## config.mk

```make
export PLATFORM = sky130hd
export DESIGN_NAME = trip_prog_seq
export DESIGN_NICKNAME = d
export VERILOG_FILES = /design/src/rtl/trip_prog_pkg.sv /design/src/rtl/trip_cmd_match.sv /design/src/rtl/trip_seq_fsm.sv /design/src/rtl/trip_wr_slot.sv /design/src/rtl/trip_prog_seq.sv
export SDC_FILE = /design/constraint.sdc
export NUM_CORES = 1
export LEC_CHECK = 0
export ABC_CLOCK_PERIOD_IN_PS = 2200
export CAP_MARGIN = 20
export CORE_ASPECT_RATIO = 0.6
export CORE_MARGIN = 5
export CORE_UTILIZATION = 39
export CTS_BUF_LIST = sky130_fd_sc_hd__clkbuf_4 sky130_fd_sc_hd__clkbuf_8 sky130_fd_sc_hd__clkbuf_16
export DETAILED_ROUTE_END_ITERATION = 8
export PLACE_DENSITY = 0.82
export SLEW_MARGIN = 25
export SYNTH_ARGS = -nofsm -noshare
export SYNTH_HDL_FRONTEND = slang
export SYNTH_SLANG_ARGS = --single-unit
```

## constraint.sdc

```tcl
create_clock -name clk -period 2.2 [get_ports clk]
set_input_delay 0.44 -clock clk [delete_from_list [all_inputs] [get_ports clk]]
set_output_delay 0.44 -clock clk [all_outputs]
set_load 0.005 [all_outputs]
```

## src/rtl/trip_prog_pkg.sv

```systemverilog
package trip_prog_pkg;
  typedef enum logic [2:0] {
    ST_IDLE    = 3'd0,
    ST_ARMED   = 3'd1,
    ST_LOADED  = 3'd2,
    ST_PENDING = 3'd3,
    ST_DONE    = 3'd4
  } seq_state_t;

  typedef enum logic {
    KIND_SET   = 1'b0,
    KIND_RESET = 1'b1
  } trip_kind_t;
endpackage

```

## src/rtl/trip_cmd_match.sv

```systemverilog
module trip_cmd_match #(
  parameter int OP_W       = 8,
  parameter int ADDR_W     = 10,
  parameter int DATA_W     = 8,
  parameter logic [OP_W-1:0]   OP_WREN    = 8'h06,
  parameter logic [OP_W-1:0]   OP_WRITE   = 8'h02,
  parameter logic [ADDR_W-1:0] SET_ADDR   = 10'h001,
  parameter logic [ADDR_W-1:0] RESET_ADDR = 10'h003,
  parameter logic [DATA_W-1:0] TRIP_DATA  = 8'h00
) (
  input  logic [OP_W-1:0]   op,
  input  logic [ADDR_W-1:0] addr,
  input  logic [DATA_W-1:0] data,
  input  logic              hv,
  output logic              is_wren,
  output logic              is_write,
  output logic              is_trip,
  output trip_prog_pkg::trip_kind_t kind
);
  import trip_prog_pkg::*;
  logic hit_set, hit_rst;

  always_comb begin
    is_wren  = (op == OP_WREN);
    is_write = (op == OP_WRITE);
    hit_set  = (addr == SET_ADDR);
    hit_rst  = (addr == RESET_ADDR);
    is_trip  = is_write && hv && (data == TRIP_DATA) && (hit_set || hit_rst);
    kind     = hit_rst ? KIND_RESET : KIND_SET;
  end
endmodule

```

## src/rtl/trip_seq_fsm.sv

```systemverilog
module trip_seq_fsm (
  input  logic clk,
  input  logic rst_n,
  input  logic acc,
  input  logic is_wren,
  input  logic is_write,
  input  logic is_trip,
  input  trip_prog_pkg::trip_kind_t kind,
  input  logic cs_n,
  input  logic wp_pin,
  output trip_prog_pkg::seq_state_t state,
  output logic wr_fire,
  output logic trip_set,
  output logic trip_reset,
  output logic trip_done
);
  import trip_prog_pkg::*;

  seq_state_t nxt;
  trip_kind_t kind_q;
  logic cs_q, wp_q, cs_rise, wp_fall;

  always_comb begin
    cs_rise = cs_n & ~cs_q;
    wp_fall = ~wp_pin & wp_q;
    wr_fire = acc && is_write && (state == ST_ARMED);
    nxt     = state;
    case (state)
      ST_IDLE:    if (acc && is_wren) nxt = ST_ARMED;
      ST_ARMED:   if (acc) begin
                    if (is_wren)      nxt = ST_ARMED;
                    else if (is_trip) nxt = ST_LOADED;
                    else              nxt = ST_IDLE;
                  end
      ST_LOADED:  if (cs_rise) nxt = ST_PENDING;
      ST_PENDING: if (wp_fall) nxt = ST_DONE;
      ST_DONE:    nxt = ST_IDLE;
      default:    nxt = ST_IDLE;
    endcase
  end

  always_ff @(posedge clk) begin
    if (!rst_n) begin
      state      <= ST_IDLE;
      kind_q     <= KIND_SET;
      cs_q       <= 1'b1;
      wp_q       <= 1'b1;
      trip_set   <= 1'b0;
      trip_reset <= 1'b0;
    end else begin
      state      <= nxt;
      cs_q       <= cs_n;
      wp_q       <= wp_pin;
      if (state == ST_ARMED && acc && is_trip) kind_q <= kind;
      trip_set   <= (state == ST_LOADED) && cs_rise && (kind_q == KIND_SET);
      trip_reset <= (state == ST_LOADED) && cs_rise && (kind_q == KIND_RESET);
    end
  end

  assign trip_done = (state == ST_DONE);

  assert_pulse_excl_R4: assert property (@(posedge clk) disable iff (!rst_n)
    !(trip_set && trip_reset));
  assert_set_single_R4: assert property (@(posedge clk) disable iff (!rst_n)
    trip_set |=> !trip_set);
  assert_reset_single_R5: assert property (@(posedge clk) disable iff (!rst_n)
    trip_reset |=> !trip_reset);
  assert_pulse_origin_R6: assert property (@(posedge clk) disable iff (!rst_n)
    (trip_set || trip_reset) |-> state == ST_PENDING);
  assert_other_clears_R7: assert property (@(posedge clk) disable iff (!rst_n)
    (state == ST_ARMED && acc && !is_wren && !is_write) |=> state == ST_IDLE);
  assert_done_after_R9: assert property (@(posedge clk) disable iff (!rst_n)
    trip_done |=> state == ST_IDLE);
endmodule

```

## src/rtl/trip_wr_slot.sv

```systemverilog
module trip_wr_slot #(
  parameter int ADDR_W = 10,
  parameter int DATA_W = 8
) (
  input  logic              clk,
  input  logic              rst_n,
  input  logic              load,
  input  logic [ADDR_W-1:0] in_addr,
  input  logic [DATA_W-1:0] in_data,
  output logic              wr_valid,
  input  logic              wr_ready,
  output logic [ADDR_W-1:0] wr_addr,
  output logic [DATA_W-1:0] wr_data
);
  always_ff @(posedge clk) begin
    if (!rst_n) begin
      wr_valid <= 1'b0;
      wr_addr  <= '0;
      wr_data  <= '0;
    end else if (load) begin
      wr_valid <= 1'b1;
      wr_addr  <= in_addr;
      wr_data  <= in_data;
    end else if (wr_ready) begin
      wr_valid <= 1'b0;
    end
  end

  assert_wr_hold_R8: assert property (@(posedge clk) disable iff (!rst_n)
    (wr_valid && !wr_ready) |=> (wr_valid && $stable(wr_addr) && $stable(wr_data)));
endmodule

```

## src/rtl/trip_prog_seq.sv

```systemverilog
module trip_prog_seq #(
  parameter int OP_W   = 8,
  parameter int ADDR_W = 10,
  parameter int DATA_W = 8
) (
  input  logic              clk,
  input  logic              rst_n,
  input  logic              cmd_valid,
  output logic              cmd_ready,
  input  logic [OP_W-1:0]   cmd_op,
  input  logic [ADDR_W-1:0] cmd_addr,
  input  logic [DATA_W-1:0] cmd_data,
  input  logic              cs_n,
  input  logic              wp_pin,
  input  logic              wp_hv,
  output logic              wr_valid,
  input  logic              wr_ready,
  output logic [ADDR_W-1:0] wr_addr,
  output logic [DATA_W-1:0] wr_data,
  output logic              wel,
  output logic              trip_set,
  output logic              trip_reset,
  output logic              trip_done
);
  import trip_prog_pkg::*;

  logic is_wren, is_write, is_trip, acc, wr_fire;
  trip_kind_t kind;
  seq_state_t state;

  trip_cmd_match #(.OP_W(OP_W), .ADDR_W(ADDR_W), .DATA_W(DATA_W)) u_match (
    .op(cmd_op), .addr(cmd_addr), .data(cmd_data), .hv(wp_hv),
    .is_wren(is_wren), .is_write(is_write), .is_trip(is_trip), .kind(kind)
  );

  assign cmd_ready = ((state == ST_IDLE) || (state == ST_ARMED)) && !wr_valid;
  assign acc       = cmd_valid && cmd_ready;
  assign wel       = (state == ST_ARMED);

  trip_seq_fsm u_fsm (
    .clk(clk), .rst_n(rst_n), .acc(acc),
    .is_wren(is_wren), .is_write(is_write), .is_trip(is_trip), .kind(kind),
    .cs_n(cs_n), .wp_pin(wp_pin), .state(state), .wr_fire(wr_fire),
    .trip_set(trip_set), .trip_reset(trip_reset), .trip_done(trip_done)
  );

  trip_wr_slot #(.ADDR_W(ADDR_W), .DATA_W(DATA_W)) u_slot (
    .clk(clk), .rst_n(rst_n), .load(wr_fire),
    .in_addr(cmd_addr), .in_data(cmd_data),
    .wr_valid(wr_valid), .wr_ready(wr_ready),
    .wr_addr(wr_addr), .wr_data(wr_data)
  );

  assert_ready_block_R8: assert property (@(posedge clk) disable iff (!rst_n)
    wr_valid |-> !cmd_ready);
  assert_wren_arms_R2: assert property (@(posedge clk) disable iff (!rst_n)
    (cmd_valid && cmd_ready && is_wren) |=> wel);
  assert_write_clears_R3: assert property (@(posedge clk) disable iff (!rst_n)
    (cmd_valid && cmd_ready && is_write && wel) |=> (!wel && wr_valid));
endmodule

```

==> results.cfg <==
[run_status]
outcome = finished clean

[global_route]
grt.total_usage_pct = 15.4
grt_max_degree = 22
gr-total-overflow = 0
antenna_found_initial = 0
grt_pass1_vias = 1051
grt_pass1_wl_um = 5010

[place]
placed_cell_area_um2 = 1790
hpwl_um = 2430
gp_congestion = 0.783
numPortBuffers = 56

[yosys]
synth-edff-count = 0
synthDistinctLibCells = 30
postSynthCellCount = 117
syn_nets = 150
async_flop_share_pct = 0
ys_seq_area_share_pct = 46.6
yosys_warnings = 0
synth_ff_type = dfxtp_1
syn_area_per_cell_um2 = 9.91
syn-cell-area_um2 = 1160
ys_ff_latch = 27

[critical_path]
timing.reg2reg.setup_slack_ns = 0.32
cp-start-kind = primary input
crit_required_ns = 2.42
crit_type = in -> reg
critPathArrivalTime_ns = 2.37
worst_setup_path_end_kind = register
crit_fanout = 20
cp-startpoint = cmd_op[5]
r2r_start = u_fsm.state[1]

[drt]
via_per_inst = 4.99
first_iter_violations = 68
wl_um = 3160
first_pass_iters = 4
vias = 1093
antenna_left = 0
route.detailed.drc = 0
wire_per_inst_um = 14.4

[timing]
whs_ns = 0.480
slew_violations = 0
min_period_ns = 2.15
max_freq_mhz = 464
tightestPinTransition_ns = 0.559
fin_crit_sh_pct = 97.9
max-slew-margin-rel_pct = 62.2
setup_violations = 0
rsz0062_at_grt = true
skew_ns = 0.00575
hold_violations = 0

[cells_and_area]
fillers = 240
layout.nets = 211
layout-drive-gt1-share_pct = 7.91
num_antenna_cells = 0
regArea_um2 = 541
multiInputGateArea_um2 = 567
area_growth_pct = 58.8
stdcell_area_um2 = 1840

[floorplan]
io_pins = 57
coreArea_um2 = 2850
initial_core_util_pct = 40.7
rows = 15
die_h_um = 52.2
die_x_um = 80.4
die-area_um2 = 4200

[clock_tree]
insertion_delay_ns = 0.28
cts_buffer_depth = 2
cts_setup_buffers = 0
cts_max_level = 1
clock_sinks = 27
cts_root_buf = clkbuf_8
numCtsBuffers = 3
clk_pin_slew_ns = 0.10
cts_tree = yes

[worst_hold_path]
hp-start = u_fsm.wp_q
hold_class = reg -> reg

[power]
ir_drop_mv = 0.375
power.total_mw = 0.874
powerDensity_nw_per_um2 = 475
p_leak_nw = 0.625

[flow_run]
drv_cap = 0
-- metal layers --
metal  GRT usage, %  wire length [µm]  vias to the layer above
li1               -                 -                      535
met1           19.4              1400                      507
met2           23.5              1360                       49
met3           7.39               370                        2
met4           4.49                25                        0
met5              0                 0                        -
-- Yosys cell counts, types with 2 or more instances --
| cell type | instances | area (µm²) |
|---|---|---|
| nand2_1 | 4 | 15.0 |
| nor4_1 | 5 | 31.3 |
| nor4bb_1 | 2 | 20.0 |
| dfxtp_1 | 27 | 541 |
| nand2b_1 | 3 | 18.8 |
| a21oi_1 | 2 | 10.0 |
| nor2_1 | 21 | 78.8 |
| clkbuf_1 | 3 | 11.3 |
| nor3b_1 | 2 | 15.0 |
| inv_1 | 4 | 15.0 |
| buf_6 | 2 | 22.5 |
| or3_1 | 2 | 12.5 |
| mux2i_1 | 19 | 190 |
| a211oi_1 | 2 | 15.0 |
| nor3_1 | 3 | 15.0 |
| nor2b_1 | 2 | 12.5 |
-- cell families after synthesis --
family                 count (synthesis)  share of synthesized area (%)
AO/OA/AOI/OAI                          8                           4.75
multiplexers                          19                           16.4
buffers and inverters                 10                           4.85
flip-flops                            27                           46.6
AND/OR/NAND/NOR                       53                           27.4
-- power breakdown --
group	total, mW	switching (mW)	internal, mW
Clock	0.289	0.160	0.129
Sequential	0.491	0.000813	0.490
Combinational	0.0940	0.0310	0.0630
-- what timing repair did --
| action | CTS | global route |
|---|---|---|
| setup endpoints to repair | 0 | 2 |
| resized for setup | 0 | 1 |
| hold buffers | 0 | 0 |
-- placed cells by master (no fill, tap or decap), drive strengths merged, types with 3 or more instances in the layout --
cell            n
nand2           4
buf             6
nor3            3
clkdlybuf4s50  56
clkbuf          3
mux2i          19
nor2           21
nand2b          3
inv             4
nor4            6
dfxtp          27
-- per-stage QoR --
| stage | setup slack, ns | setup TNS [ns] | instances | util [%] |
|---|---|---|---|---|
| 4_1_cts | 0.0156 | 0 | 219 | 64.4 |
| 5_1_grt | -0.0178 | -0.0178 | 219 | 64.6 |
| 3_5_place_dp | -0.264 | -3.53 | 215 | 62.7 |
| 2_1_floorplan | 0.328 | 0 | 117 | - |
| 6_report | 0.0459 | 0 | 219 | 64.6 |
| 3_3_place_gp | -0.218 | -2.92 | 215 | 62.7 |
-- flip-flops by register name, indices dropped and copies added (netlist names) --
name / count
u_fsm.state: 3
u_fsm.trip_set: 1
u_slot.wr_data: 8
u_slot.wr_valid: 1
u_fsm.kind_q: 1
u_fsm.trip_reset: 1
u_slot.wr_addr: 10
u_fsm.cs_q: 1
u_fsm.wp_q: 1
-- worst paths after layout --
kind | endpoint | depth (start not counted)
setup / recovery | u_fsm.kind_q | 6
setup reg to reg | u_fsm.kind_q | 5
hold / removal | u_fsm.state[2] | 1
hold reg to reg | u_fsm.state[2] | 1
-- worst max-delay path, cell delays in order --
cell             delay, ns
clkdlybuf4s50_1       0.42
or4_4                 0.57
nor4_4                0.32
buf_12                0.22
and4_1                0.21
mux2i_1               0.17
-- cell type report --
type	count	share of cell area, %
tap	42	2.85
multi-input combinational	80	30.8
sequential	27	29.3
clock inverter	1	0.408
clock buffer	3	2.24
inverter	4	0.815
timing repair buffer	62	33.6
Note: power is estimated with default switching activity, not from simulation.
